`src/rtl/irq_wake_pkg.sv`:
```
package irq_wake_pkg;
  typedef struct packed {
    logic ctrlWr;
    logic forceWr;
    logic setForce;
  } wakeStb_t;

  localparam logic [1:0] ADDR_CTRL  = 2'd0;
  localparam logic [1:0] ADDR_FORCE = 2'd1;
  localparam logic [1:0] ADDR_SETF  = 2'd2;
  localparam logic [1:0] ADDR_NONE  = 2'd3;
endpackage

```
`src/rtl/irq_wake_ctrl.sv`:
```
module irq_wake_ctrl
  import irq_wake_pkg::*;
#(
  parameter int NUM_REQ = 8
) (
  input  logic               clk,
  input  logic               rstN,
  input  logic               busSel,
  input  logic               busWr,
  input  logic [1:0]         busAddr,
  input  logic [7:0]         ctrlVal,
  input  logic [NUM_REQ-1:0] forceVal,
  output wakeStb_t           stb,
  output logic [7:0]         busRdata,
  output logic               busReady,
  output logic               busErr
);
  logic isRead;

  assign isRead = busSel && !busWr;

  always_comb begin
    stb.ctrlWr   = busSel && busWr && (busAddr == ADDR_CTRL);
    stb.forceWr  = busSel && busWr && (busAddr == ADDR_FORCE);
    stb.setForce = busSel && busWr && (busAddr == ADDR_SETF);
  end

  always_comb begin
    busRdata = 8'h00;
    if (isRead) begin
      case (busAddr)
        ADDR_CTRL:  busRdata = ctrlVal;
        ADDR_FORCE: busRdata = 8'(forceVal);
        default:    busRdata = 8'h00;
      endcase
    end
  end

  assign busReady = busSel;
  assign busErr   = busSel && ((busAddr == ADDR_NONE) || (!busWr && busAddr == ADDR_SETF));


  setf_read_err_chk: assert property (@(posedge clk) disable iff (!rstN)
    (busSel && !busWr && busAddr == ADDR_SETF) |-> (busErr && busReady && busRdata == 8'h00));


  ready_follows_sel_chk: assert property (@(posedge clk) disable iff (!rstN)
    busReady == busSel);


  no_idle_err_chk: assert property (@(posedge clk) disable iff (!rstN)
    !busSel |-> !busErr);


  setf_write_ok_chk: assert property (@(posedge clk) disable iff (!rstN)
    stb.setForce |-> !busErr);
endmodule

```
`src/rtl/irq_wake_dp.sv`:
```
module irq_wake_dp
  import irq_wake_pkg::*;
#(
  parameter int                     NUM_REQ   = 8,
  parameter logic [3*NUM_REQ-1:0]   LVL_TABLE = {3'd1, 3'd7, 3'd6, 3'd5, 3'd4, 3'd3, 3'd2, 3'd1}
) (
  input  logic               clk,
  input  logic               rstN,
  input  wakeStb_t           stb,
  input  logic [7:0]         wdata,
  input  logic [NUM_REQ-1:0] irqIn,
  output logic [7:0]         ctrlVal,
  output logic [NUM_REQ-1:0] forceVal,
  output logic               wakeOut
);
  localparam int IDX_W = (NUM_REQ > 1) ? $clog2(NUM_REQ) : 1;
  localparam logic [2:0] MASK_MAX = 3'd6;

  logic               enReg;
  logic [2:0]         maskReg;
  logic [2:0]         maskNext;
  logic [NUM_REQ-1:0] forceReg;
  logic [NUM_REQ-1:0] hit;
  logic [IDX_W-1:0]   setIdx;
  logic               idxOk;

  assign maskNext = (wdata[2:0] > MASK_MAX) ? MASK_MAX : wdata[2:0];
  assign setIdx   = wdata[IDX_W-1:0];
  assign idxOk    = (32'(wdata) < NUM_REQ);

  always_ff @(posedge clk or negedge rstN) begin
    if (!rstN) begin
      enReg   <= 1'b1;
      maskReg <= 3'd0;
    end else if (stb.ctrlWr) begin
      enReg   <= wdata[7];
      maskReg <= maskNext;
    end
  end

  always_ff @(posedge clk or negedge rstN) begin
    if (!rstN) begin
      forceReg <= '0;
    end else if (stb.forceWr) begin
      forceReg <= wdata[NUM_REQ-1:0];
    end else if (stb.setForce && idxOk) begin
      forceReg[setIdx] <= 1'b1;
    end
  end

  for (genvar i = 0; i < NUM_REQ; i++) begin : g_req
    assign hit[i] = (irqIn[i] || forceReg[i]) && (LVL_TABLE[3*i +: 3] > maskReg);
  end

  assign wakeOut  = enReg && (|hit);
  assign ctrlVal  = {enReg, 4'b0000, maskReg};
  assign forceVal = forceReg;


  mask_range_chk: assert property (@(posedge clk) disable iff (!rstN)
    maskReg != 3'd7);


  wake_gate_chk: assert property (@(posedge clk) disable iff (!rstN)
    !enReg |-> !wakeOut);


  set_force_chk: assert property (@(posedge clk) disable iff (!rstN)
    (stb.setForce && idxOk) |=> forceReg[$past(setIdx)]);


  bad_index_chk: assert property (@(posedge clk) disable iff (!rstN)
    (stb.setForce && !idxOk) |=> $stable(forceReg));
endmodule

```
`src/rtl/irq_wake_unit.sv`:
```
module irq_wake_unit
  import irq_wake_pkg::*;
#(
  parameter int                   NUM_REQ   = 8,
  parameter logic [3*NUM_REQ-1:0] LVL_TABLE = {3'd1, 3'd7, 3'd6, 3'd5, 3'd4, 3'd3, 3'd2, 3'd1}
) (
  input  logic               clk,
  input  logic               rstN,
  input  logic               busSel,
  input  logic               busWr,
  input  logic [1:0]         busAddr,
  input  logic [7:0]         busWdata,
  output logic [7:0]         busRdata,
  output logic               busReady,
  output logic               busErr,
  input  logic [NUM_REQ-1:0] irqIn,
  output logic [NUM_REQ-1:0] forceOut,
  output logic               wakeOut
);
  wakeStb_t           stb;
  logic [7:0]         ctrlVal;
  logic [NUM_REQ-1:0] forceVal;

  irq_wake_ctrl #(.NUM_REQ(NUM_REQ)) u_ctrl (
    .clk(clk), .rstN(rstN), .busSel(busSel), .busWr(busWr), .busAddr(busAddr),
    .ctrlVal(ctrlVal), .forceVal(forceVal), .stb(stb),
    .busRdata(busRdata), .busReady(busReady), .busErr(busErr)
  );

  irq_wake_dp #(.NUM_REQ(NUM_REQ), .LVL_TABLE(LVL_TABLE)) u_dp (
    .clk(clk), .rstN(rstN), .stb(stb), .wdata(busWdata), .irqIn(irqIn),
    .ctrlVal(ctrlVal), .forceVal(forceVal), .wakeOut(wakeOut)
  );

  assign forceOut = forceVal;
endmodule

```
`config.mk`:
```
export PLATFORM = sky130hd
export DESIGN_NAME = irq_wake_unit
export DESIGN_NICKNAME = d
export VERILOG_FILES = /design/src/rtl/irq_wake_pkg.sv /design/src/rtl/irq_wake_ctrl.sv /design/src/rtl/irq_wake_dp.sv /design/src/rtl/irq_wake_unit.sv
export SDC_FILE = /design/constraint.sdc
export NUM_CORES = 1
export LEC_CHECK = 0
export ABC_AREA = 1
export BUFFER_PORTS_ARGS = -buffer_cell sky130_fd_sc_hd__buf_2
export CORE_MARGIN = 2
export CORE_UTILIZATION = 45
export CTS_CLUSTER_DIAMETER = 50
export DETAILED_ROUTE_END_ITERATION = 10
export MAX_ROUTING_LAYER = met4
export PLACE_DENSITY = 0.76
export SYNTH_ARGS = -nofsm -noshare
export SYNTH_HDL_FRONTEND = slang
export SYNTH_SLANG_ARGS = --single-unit
```
`constraint.sdc`:
```
create_clock -name clk -period 2 [get_ports clk]
set_input_delay 0.3 -clock clk [delete_from_list [all_inputs] [get_ports clk]]
set_output_delay 0.3 -clock clk [all_outputs]
set_load 0.005 [all_outputs]
```
## Word level (Yosys, flattened, before mapping)

Index checks and enable logic that the tools add are counted.
Widths: inputs -> output; s select.

| storage, ports and cells | value |
|---|---|
| register bits | 12 |
| bits in latches | 0 |
| memory bits (writable) | 0 |
| bits in read-only memories | 0 |
| input bits | 22 |
| output and inout bits | 19 |
| logic and storage cells | 56 |
| memories kept | 0 |

| cells by class | value |
|---|---|
| add/subtract/negate cells | 0 |
| multiply operators | 0 |
| divide/modulo/power cells | 0 |
| $lt $le $gt $ge | 11 |
| eq/ne operators | 3 |
| shift-type cells | 0 |
| mux-type cells | 7 |
| bitwise operators | 1 |
| reductions and logical operators | 31 |

Operators with widths:

| operator | count |
|---|---|
| $mux 8 | 3 |
| $logic_and 1x1->1 | 18 |
| $pmux 8 s2 | 1 |
| $gt 3x3->1 const A | 4 |
| $logic_or 1x1->1 | 9 |
| $lt 8x4->1 const B | 1 |
| $or 8x8->8 | 1 |
| $reduce_or 8->1 | 1 |
| $gt 2x3->1 const A | 2 |
| $eq 2x2->1 const B | 2 |
| $lt 3x4->1 const B | 1 |
| $demux 1 s3 | 1 |
| $ge 3x1->1 const B | 1 |
| $gt 1x3->1 const A | 1 |
| $gt 3x3->1 const B | 1 |
| $mux 3 | 1 |
| $eq 2x1->1 const B | 1 |
| $logic_not 2->1 | 1 |
| $reduce_bool 2->1 | 1 |
| $logic_not 1->1 | 1 |
| $mux 1 | 1 |

## Logic depth before layout (Yosys ltp)

Gate-level depths: netlist of run 1.

| depth | value |
|---|---|
| depth in word-level cells | 7 |
| gate-level depth with buffers | 8 |
| depth with buffers taken out | 8 |

## By module

Synthesis of run 1 repeated with hierarchy kept, for this count alone.

| second synthesis, totals | value |
|---|---|
| cells, all modules | 153 |
| area, all modules | 993.5 sq um |

By module, submodules not included:

| module | times used | cells each | area an instance (sq um) | sequential area each (sq um) |
|---|---|---|---|---|
| irq_wake_dp | 1 | 116 | 810.8 | 301.5 |
| irq_wake_ctrl | 1 | 37 | 182.7 | 0.0 |

## Worst setup path after synthesis of run 1

No wires, ideal clock.

| timing path | value |
|---|---|
| path kind | register -> output |
| from | register u_dp.forceReg[2] (netlist: u_dp.forceVal[2]) |
| to | output wakeOut |
| arrival | 0.936 ns |
| data required time | 1.700 ns |
| setup slack | 0.764 ns |
| cell stages (with the launch flop) | 6 |
| buffers on the path | 0 |
| path through | dfrtp_1 > or2_2 > nand2_1 > nand2_1 > nor2_1 > a21oi_1 |

| between the ends | value |
|---|---|
| longest elaborated chain between the ends | 4 |

RTL lines:

| item | RTL line | RTL |
|---|---|---|
| start, declared | irq_wake_dp.sv:22 | `logic [NUM_REQ-1:0] forceReg;` |
| start signal, assigned | irq_wake_dp.sv:45 | `forceReg <= wdata[NUM_REQ-1:0];` |
| $logic_or 1x1->1 | irq_wake_dp.sv:52 | `assign hit[i] = (irqIn[i] \|\| forceReg[i]) && (LVL_TABLE[3*i +: 3] > maskReg);` |
| $logic_and 1x1->1 | irq_wake_dp.sv:52 |  |
| $reduce_or 8->1 | irq_wake_dp.sv:55 | `assign wakeOut = enReg && (\|hit);` |
| $logic_and 1x1->1 | irq_wake_dp.sv:55 |  |
| end, declared | irq_wake_unit.sv:18 | `output logic wakeOut` |

No other way between the ends.

## Worst setup path in the final report of run 1

| timing path | value |
|---|---|
| from | register u_dp.forceReg[4] (netlist: u_dp.forceVal[4]) |
| to | output wakeOut |

The elaborated chain is that of the path after synthesis.

==> impl_metrics.env, run 1 <==
export IMPL_dp_slack_ns=0.580
export IMPL_grt_pass1_wl_mm=4.49
export IMPL_first_iter_violations=41
export IMPL_muxShareOfSynthArea_pct=0
export IMPL_cap_violations=0
export IMPL_synth_top_family_by_area="simple AND/OR/NAND/NOR gates"
export IMPL_gp_congestion=0.885
export IMPL_initial_core_util_pct=48.4
export IMPL_yosysWarnings=0
export IMPL_io_buffers=40
export IMPL_synth_edf_count=0
export IMPL_crit_required_ns=1.70
export IMPL_io_pins=41
export IMPL_synthArstFlopShare_pct=100
export IMPL_layout_drive_gt1_share_pct=29.1
export IMPL_p_total_uw=906
export IMPL_ant_nets=0
export IMPL_crit_top_cell="nand2_1"
export IMPL_fin_util_pct=61.3
export IMPL_ys_seq_area_share_pct=31.5
export IMPL_via_per_inst=5.00
export IMPL_synthesis_area_um2=958
export IMPL_synth_simple_area_share_pct=44.9
export IMPL_start_kind="flip-flop"
export IMPL_tightest_slew_ns=0.290
export IMPL_ys_flop_type="dfrtp_1"
export IMPL_power_leakage_nw=0.704
export IMPL_finClkSkew_ns=0
export IMPL_endpoint_kind="output port"
export IMPL_clk_latency_ns=0.27
export IMPL_rsz0062_at_grt="no"
export IMPL_finalSetupViolations=0
export IMPL_antenna_found_initial=0
export IMPL_final_nets=219
export IMPL_max_freq_mhz=577
export IMPL_yosys_area_share_adder_pct=0
export IMPL_dieHeight_um=50.2
export IMPL_multi_input_area_um2=562
export IMPL_nFillCells=193
export IMPL_cpPeakStageDelay_ns=0.43
export IMPL_place_hpwl_mm=2.07
export IMPL_cts_buffers=3
export IMPL_avgSynthCellArea_um2=6.22
export IMPL_wl_mm=2.64
export IMPL_grtUsageTotal_pct=23.5
export IMPL_clock_sinks=12
export IMPL_wl_per_cell_um=11.9
export IMPL_arrival_ns=1.43
export IMPL_cts_tree="yes"
export IMPL_fin_ws_ns=0.267
export IMPL_drt_drc_violations_left=0
export IMPL_dieWidth_um=50.2
export IMPL_ys_types=21
export IMPL_finalCritPeriodShare_pct=86.6
export IMPL_cts_buffer_depth=2
export IMPL_h_tree_depth=1
export IMPL_die_area_um2=2520
export IMPL_seqCellArea_um2=302
export IMPL_syn_to_final_growth_pct=26.8
export IMPL_diodes=0
export IMPL_relSlewSlack_pct=80.7
export IMPL_powerDensity_nw_per_um2=746
export IMPL_vias=1115
export IMPL_cts_root_buf="clkbuf_4"
export IMPL_ir_drop_uv=642
export IMPL_grt_max_degree=20
export IMPL_outcome="finished, final reports clean"
export IMPL_setup_tns_ns=0
export IMPL_rows=16
export IMPL_synth_xor_xnor_area_share_pct=0
export IMPL_first_pass_iters=4
export IMPL_path_clk_slew_ns=0.08
export IMPL_grt_overflow_total=0
export IMPL_cp_slowest_cell="dfrtp_1"
export IMPL_path_class="reg2out"
export IMPL_min_period_ns=1.73
export IMPL_grt_pass1_vias=1035
export IMPL_synth_compound_area_share_pct=13.7
export IMPL_synthesis_nets=176
export IMPL_ys_ff_latch=12
export IMPL_critPathMaxFanout=5
export IMPL_core_area_um2=1980
export IMPL_crit_chain="or2_2 > nand2_1 > nand2_1 > nor2_1 > a21oi_1 > buf_2"
export IMPL_drv_slew=0
export IMPL_hold_violations=0
export IMPL_hp_class="in2reg"
export IMPL_netlist_instances=154
## cell families (layout without fill, tap and decap cells)
| kind of cell | Yosys count | after routing |
|---|---|---|
| DFF | 12 | 12 |
| and+or+nand+nor | 95 | 95 |
| buffers and inverters | 22 | 64 |
| AOI/OAI and AO/OA | 25 | 25 |
## repair_timing
action / in CTS / in global routing
hold buffers: 1 / 0
buffers inserted: 0 / 0
resized for setup: 0 / 0
hold endpoints to repair: 11 / 0
## synthesized netlist by cell type, types with 2 or more instances
| library cell | n | share of area (%) |
|---|---|---|
| nand2_1 | 62 | 24 |
| nor3_1 | 7 | 3.7 |
| inv_1 | 16 | 6.3 |
| dfrtp_1 | 11 | 29 |
| nand3_1 | 12 | 6.3 |
| o21ai_0 | 14 | 7.3 |
| or2_2 | 2 | 1.3 |
| inv_2 | 3 | 1.2 |
| nand2_4 | 2 | 2.3 |
| a21oi_1 | 9 | 4.7 |
| nor2_1 | 6 | 2.3 |
## final timing paths
check	startpoint	end	slack [ns]	depth (start not counted)
setup / recovery	u_dp.forceVal[4]	wakeOut	0.27	6
hold reg to reg	u_dp.enReg	u_dp.enReg	0.51	2
max in group asynchronous	rstN	u_dp.enReg	1.29	2
hold / removal	busWdata[7]	u_dp.enReg	0.30	3
min in group asynchronous	rstN	u_dp.forceVal[4]	0.43	2
setup reg to reg	u_dp.forceVal[7]	u_dp.forceVal[7]	1.06	6
## layout make-up
type / count / area share [%]
sequential: 12 / 24.8
clock buffer: 4 / 2.99
tap: 27 / 2.78
multi-input combinational: 120 / 46.2
inverter: 19 / 5.87
timing repair buffer: 41 / 17.3
## through the flow
| step | hold slack, ns | instances | cell area, um^2 |
|---|---|---|---|
| floorplan | 0.00441 | 154 | 958 |
| global placement | 0.189 | 218 | 1170 |
| detailed placement | 0.198 | 218 | 1170 |
| CTS | 0.301 | 223 | 1210 |
| global route | 0.332 | 223 | 1210 |
| finish | 0.304 | 223 | 1210 |
## layout by cell type (no fill, tap or decap)
| cell type | count |
|---|---|
| buf_2 | 40 |
| o21bai_1 | 1 |
| inv_1 | 16 |
| nand3_1 | 12 |
| o21ai_0 | 14 |
| clkbuf_8 | 1 |
| inv_2 | 3 |
| nand2_1 | 62 |
| nor2_1 | 6 |
| a21oi_1 | 9 |
| o21ai_2 | 1 |
| clkbuf_4 | 3 |
| nor2_2 | 1 |
| nand2_4 | 2 |
| nor2_4 | 1 |
| nor3_2 | 1 |
| nand3_4 | 1 |
| dlygate4sd3_1 | 1 |
| dfrtp_1 | 11 |
| nor3_1 | 7 |
| or2_2 | 2 |
| dfstp_2 | 1 |
## registers in the layout (all words and copies together), names as in the netlist
name and flops:
u_dp.forceVal 8, u_dp.enReg 1, u_dp.maskReg 3
## report_power, final
part           leakage, nW  switching (mW)  internal (mW)  total, mW
Clock               0.0210          0.0802          0.111      0.191
Combinational        0.532           0.178          0.146      0.324
Sequential           0.151          0.0854          0.306      0.391
Total                0.704           0.344          0.562      0.906
## routing by layer
layer  vias to the layer above  part of all wire [%]  global-route usage (%)  routed length [um]
li1                        577                     -                       -                   -
met1                       492                    46                    32.0                1220
met2                        42                    47                    37.3                1240
met3                         4                   5.7                    2.08                 150
met4                         0                  0.95                    6.94                  25
met5                         -                     0                       -                   0
## worst max-delay path: cells and delay by family, from the launching register on
kind                   cells  cell delay (ns)
AO/OA/AOI/OAI              1             0.07
buffers and inverters      1             0.12
flip-flops                 1             0.43
AND/OR/NAND/NOR            4             0.53
No activity file was read; power rests on OpenSTA's default activity.
==> run 2: changes to the inputs <==
Settings changed: CORE_MARGIN 2 to 1.5.
==> run 2 against run 1 <==
Against the previous run:
- sequential share of layout area increased by 0.21 points
- sequential power about the same
- via count increased by 4.2%
- die area decreased by 3.9%
- highest routed layer unchanged
- critical endpoint unchanged
- largest cell class unchanged
==> impl_metrics.env, run 2 (synthesis gave the netlist of run 1 again) <==
export IMPL_clock_sinks=12
export IMPL_wl_per_cell_um=12.1
export IMPL_io_pins=41
export IMPL_path_clk_slew_ns=0.07
export IMPL_vias=1162
export IMPL_p_switching_uw=347
export IMPL_clk_latency_ns=0.27
export IMPL_h_tree_depth=1
export IMPL_initial_core_util_pct=48.4
export IMPL_cts_buffers=3
export IMPL_start_kind="flip-flop"
export IMPL_ant_nets=0
export IMPL_dieWidth_um=49.2
export IMPL_crit_chain="or2_2 > nand2_1 > nand2_1 > nor2_1 > a21oi_1 > buf_2"
export IMPL_grtUsageTotal_pct=25.4
export IMPL_final_common_cell="nand2_1"
export IMPL_p_comb_share_pct=37.1
export IMPL_hp_class="in2reg"
export IMPL_crit_required_ns=1.70
export IMPL_finalSetupViolations=0
export IMPL_powerDensity_nw_per_um2=727
export IMPL_dp_slack_ns=0.547
export IMPL_r2r_start="u_dp.forceVal[7]"
export IMPL_first_pass_iters=4
export IMPL_endpoint_kind="output port"
export IMPL_core_area_um2=1980
export IMPL_cap_violations=0
export IMPL_drt_drc_violations_left=0
export IMPL_wl_mm=2.69
export IMPL_r2r_slack_ns=1.06
export IMPL_grt_pass1_wl_mm=4.69
export IMPL_tightest_slew_ns=0.306
export IMPL_cts_setup_buffers=0
export IMPL_rows=16
export IMPL_cts_buffer_depth=2
export IMPL_hold_violations=0
export IMPL_min_period_ns=1.76
export IMPL_instances_no_fill=223
export IMPL_syn_to_final_growth_pct=25.7
export IMPL_fin_ws_ns=0.240
export IMPL_layout_drive_gt1_share_pct=28.6
export IMPL_largest_register_ffs=8
export IMPL_grt_overflow_total=0
export IMPL_cpPeakStageDelay_ns=0.44
export IMPL_path_class="reg2out"
export IMPL_p_int_uw=529
export IMPL_worstHoldStart="busWdata[7]"
export IMPL_cp_slowest_cell="dfrtp_1"
export IMPL_grt_max_degree=20
export IMPL_first_iter_violations=48
export IMPL_crit_top_cell="nand2_1"
export IMPL_cts_tree="yes"
export IMPL_drv_slew=0
export IMPL_whs_ns=0.316
export IMPL_outcome="finished, final reports clean"
export IMPL_gp_congestion=0.889
export IMPL_final_cell_mix="nand2_1, buf_2, inv_1"
export IMPL_cts_root_buf="clkbuf_4"
export IMPL_finClkSkew_ns=0
export IMPL_max_freq_mhz=568
export IMPL_dieHeight_um=49.2
export IMPL_io_buffers=40
export IMPL_nFillCells=196
export IMPL_rsz0062_at_grt="no"
export IMPL_multi_input_area_um2=562
export IMPL_place_hpwl_mm=2.10
export IMPL_seqCellArea_um2=302
export IMPL_setup_tns_ns=0
export IMPL_dpl_instance_area_um2=1170
export IMPL_grt_pass1_vias=1058
export IMPL_power_leakage_nw=0.698
export IMPL_ir_drop_uv=489
export IMPL_critPathMaxFanout=5
export IMPL_p_total_uw=876
export IMPL_final_nets=219
export IMPL_arrival_ns=1.46
export IMPL_via_per_inst=5.21
export IMPL_finalCritPeriodShare_pct=88.0
export IMPL_diodes=0
export IMPL_pwr_share_seq_pct=44.5
export IMPL_worstSetupStartpoint="u_dp.forceVal[4]"
export IMPL_switching_share_pct=39.7
export IMPL_p_clk_share_pct=18.3
export IMPL_fin_util_pct=60.8
export IMPL_relSlewSlack_pct=79.5
export IMPL_die_area_um2=2420
export IMPL_antenna_found_initial=0
export IMPL_stdcell_area_um2=1200
export IMPL_placedCellCount=218
-- run 2: changes by cell type in the layout (fill, tap and decap cells not counted) --
cell      before  now
clkbuf_1       0    1
clkbuf_8       1    0
-- run 2: path summary, 6_finish.rpt --
| kind | cells after the start | to |
|---|---|---|
| setup / recovery | 6 | wakeOut |
| hold / removal | 3 | u_dp.enReg |
| setup reg to reg | 6 | u_dp.forceVal[7] |
| hold reg to reg | 2 | u_dp.enReg |
| max in group asynchronous | 2 | u_dp.enReg |
| min in group asynchronous | 2 | u_dp.forceVal[2] |
-- run 2: critical path: cells and delay by family, from the launching register on --
family | cells | cell delay (ns)
and+or+nand+nor | 4 | 0.54
buffers and inverters | 1 | 0.12
DFF | 1 | 0.44
AOI/OAI and AO/OA | 1 | 0.08
-- run 2: power by group through the flow --
stage	Sequential [mW]	Clock (mW)	Combinational [mW]
floorplan	0.372	0	0.200
global placement	0.387	0	0.314
detailed placement	0.394	0	0.323
CTS	0.389	0.163	0.327
global route	0.402	0.179	0.375
finish	0.390	0.161	0.325
-- run 2: what timing repair did --
item / CTS / global route
setup endpoints to repair: 0 / 0
endpoints found under the hold margin: 11 / 0
gates resized for setup: 0 / 0
hold buffers: 1 / 0
-- run 2: layer usage --
metal | track usage [%] | vias to the layer above | wire length, um
li1 | - | 572 | -
met1 | 32.7 | 540 | 1210
met2 | 40.3 | 46 | 1260
met3 | 3.68 | 4 | 189
met4 | 9.52 | 0 | 34
met5 | - | - | 0
-- run 2: cell type report --
class / instances / share of cell area [%]
timing repair buffer: 41 / 17.4
clock buffer: 4 / 2.18
inverter: 19 / 5.92
tap: 27 / 2.80
multi-input combinational: 120 / 46.6
sequential: 12 / 25.0
==> run 3: changes to the inputs <==
Settings changed: REMOVE_ABC_BUFFERS set to 1.
==> run 3 against run 2 <==
Against the previous run:
- fmax increased by 0.73%
- worst hold slack got worse by 0.011 ns
- non-clock buffer count did not move
- critical path depth unchanged
- sequential power is essentially flat
- first-iteration DRC count is 6.3% higher
- die area did not move
- critical path type unchanged
- critical endpoint unchanged
- largest cell class unchanged
==> impl_metrics.env, run 3 (synthesis gave the netlist of run 1 again) <==
export IMPL_syn_to_final_growth_pct=26.8
export IMPL_cp_num_buf_inv=1
export IMPL_arrival_ns=1.45
export IMPL_worstHoldStart="busWdata[7]"
export IMPL_clk_latency_ns=0.28
export IMPL_grt_pass1_wl_mm=4.71
export IMPL_die_area_um2=2420
export IMPL_instances_no_fill=223
export IMPL_final_cell_mix="nand2_1, buf_2, inv_1"
export IMPL_first_iter_violations=51
export IMPL_hp_class="in2reg"
export IMPL_fin_ws_ns=0.253
export IMPL_cp_slowest_cell="dfrtp_1"
export IMPL_gp_congestion=0.918
export IMPL_grt_overflow_total=0
export IMPL_ir_drop_uv=504
export IMPL_setup_tns_ns=0
export IMPL_placedCellCount=218
export IMPL_cap_violations=0
export IMPL_rsz0062_at_grt="no"
export IMPL_r2r_slack_ns=1.07
export IMPL_outcome="finished, final reports clean"
export IMPL_cts_buffer_depth=2
export IMPL_layout_drive_gt1_share_pct=29.1
export IMPL_dieHeight_um=49.2
export IMPL_drt_drc_violations_left=0
export IMPL_hold_end="u_dp.enReg"
export IMPL_grt_pass1_vias=1068
export IMPL_dieWidth_um=49.2
export IMPL_crit_chain="nor2_1 > o21ai_0 > nand2_1 > nor2_1 > a21oi_1 > buf_2"
export IMPL_drv_slew=0
export IMPL_final_nets=219
export IMPL_crit_required_ns=1.70
export IMPL_h_tree_depth=1
export IMPL_antenna_found_initial=0
export IMPL_finalCritPeriodShare_pct=87.4
export IMPL_diodes=0
export IMPL_path_class="reg2out"
export IMPL_clock_sinks=12
export IMPL_start_kind="flip-flop"
export IMPL_tightest_slew_ns=0.302
export IMPL_initial_core_util_pct=48.4
export IMPL_grt_max_degree=20
export IMPL_min_period_ns=1.75
export IMPL_dp_slack_ns=0.578
export IMPL_cpPeakStageDelay_ns=0.47
export IMPL_whs_path_depth=3
export IMPL_largest_register_ffs=8
export IMPL_max_freq_mhz=572
export IMPL_reg2regPathDepth=6
export IMPL_io_buffers=40
export IMPL_wl_per_cell_um=12.3
export IMPL_path_clk_slew_ns=0.08
export IMPL_cts_buffers=3
export IMPL_power_leakage_nw=0.704
export IMPL_relSlewSlack_pct=79.8
export IMPL_via_per_inst=5.23
export IMPL_cts_root_buf="clkbuf_4"
export IMPL_r2r_start="u_dp.forceVal[7]"
export IMPL_vias=1167
export IMPL_wl_mm=2.74
export IMPL_finalSetupViolations=0
export IMPL_final_common_cell="nand2_1"
export IMPL_io_pins=41
export IMPL_r2r_end="u_dp.forceVal[7]"
export IMPL_finClkSkew_ns=0
export IMPL_first_pass_iters=4
export IMPL_core_area_um2=1980
export IMPL_critPathMaxFanout=8
export IMPL_endpoint_kind="output port"
export IMPL_cp_top_family="flip-flops"
export IMPL_ant_nets=0
export IMPL_grtUsageTotal_pct=25.2
export IMPL_cts_tree="yes"
export IMPL_crit_top_cell="nor2_1"
export IMPL_hold_violations=0
export IMPL_place_hpwl_mm=2.04
export IMPL_fin_util_pct=61.3
export IMPL_rows=16
export IMPL_whs_ns=0.305
export IMPL_powerDensity_nw_per_um2=757
run 3: what timing repair did:
action	4_1_cts	5_1_grt
hold buffers	1	0
endpoints found under the hold margin	11	0
resized for setup	0	0
buffers inserted	0	0
run 3: power breakdown:
part | switching (mW) | internal, mW | leakage (nW)
logic | 0.177 | 0.146 | 0.532
clock network | 0.0927 | 0.111 | 0.0210
registers | 0.0876 | 0.305 | 0.151
run 3: cell type report:
class	count	area, um^2
Multi-Input combinational cell	120	562
Inverter	19	71.3
Fill cell	191	767
Clock buffer	4	36.3
Tap cell	27	33.8
Timing Repair Buffer	41	210
Sequential cell	12	302
run 3: worst register-to-register path, cell delays in order (launching register included):
cell and delay [ns]:
dfrtp_1 0.41, inv_1 0.09, o21ai_0 0.08, nand2_1 0.08, o21ai_2 0.06, nand2_1 0.06
nand2_1 0.05
run 3: metal layers:
metal / vias to the layer above / part of all wire (%) / global-route usage [%]
met1: 532 / 46 / 33.5
met3: 5 / 7.9 / 3.99
li1: 577 / - / -
met4: 0 / 1.2 / 6.19
met2: 53 / 45 / 40.1
met5: - / 0 / -
run 3: through the flow:
stage | power [mW] | instance area, um^2
5_1_grt | 1.00 | 1210
2_1_floorplan | 0.567 | 935
4_1_cts | 0.918 | 1210
3_3_place_gp | 0.705 | 1170
3_5_place_dp | 0.711 | 1170
6_report | 0.920 | 1210
run 3: worst max path at each step:
| stage | slack (ns) | endpoint | depth (start not counted) | start |
|---|---|---|---|---|
| floorplan | 0.76 | wakeOut | 5 | u_dp.forceVal[2] |
| global placement | 0.61 | wakeOut | 6 | u_dp.forceVal[2] |
| detailed placement | 0.58 | wakeOut | 6 | u_dp.forceVal[2] |
| CTS | 0.25 | wakeOut | 6 | u_dp.forceVal[2] |
| global route | 0.08 | wakeOut | 6 | u_dp.maskReg[2] |
| finish | 0.25 | wakeOut | 6 | u_dp.maskReg[2] |
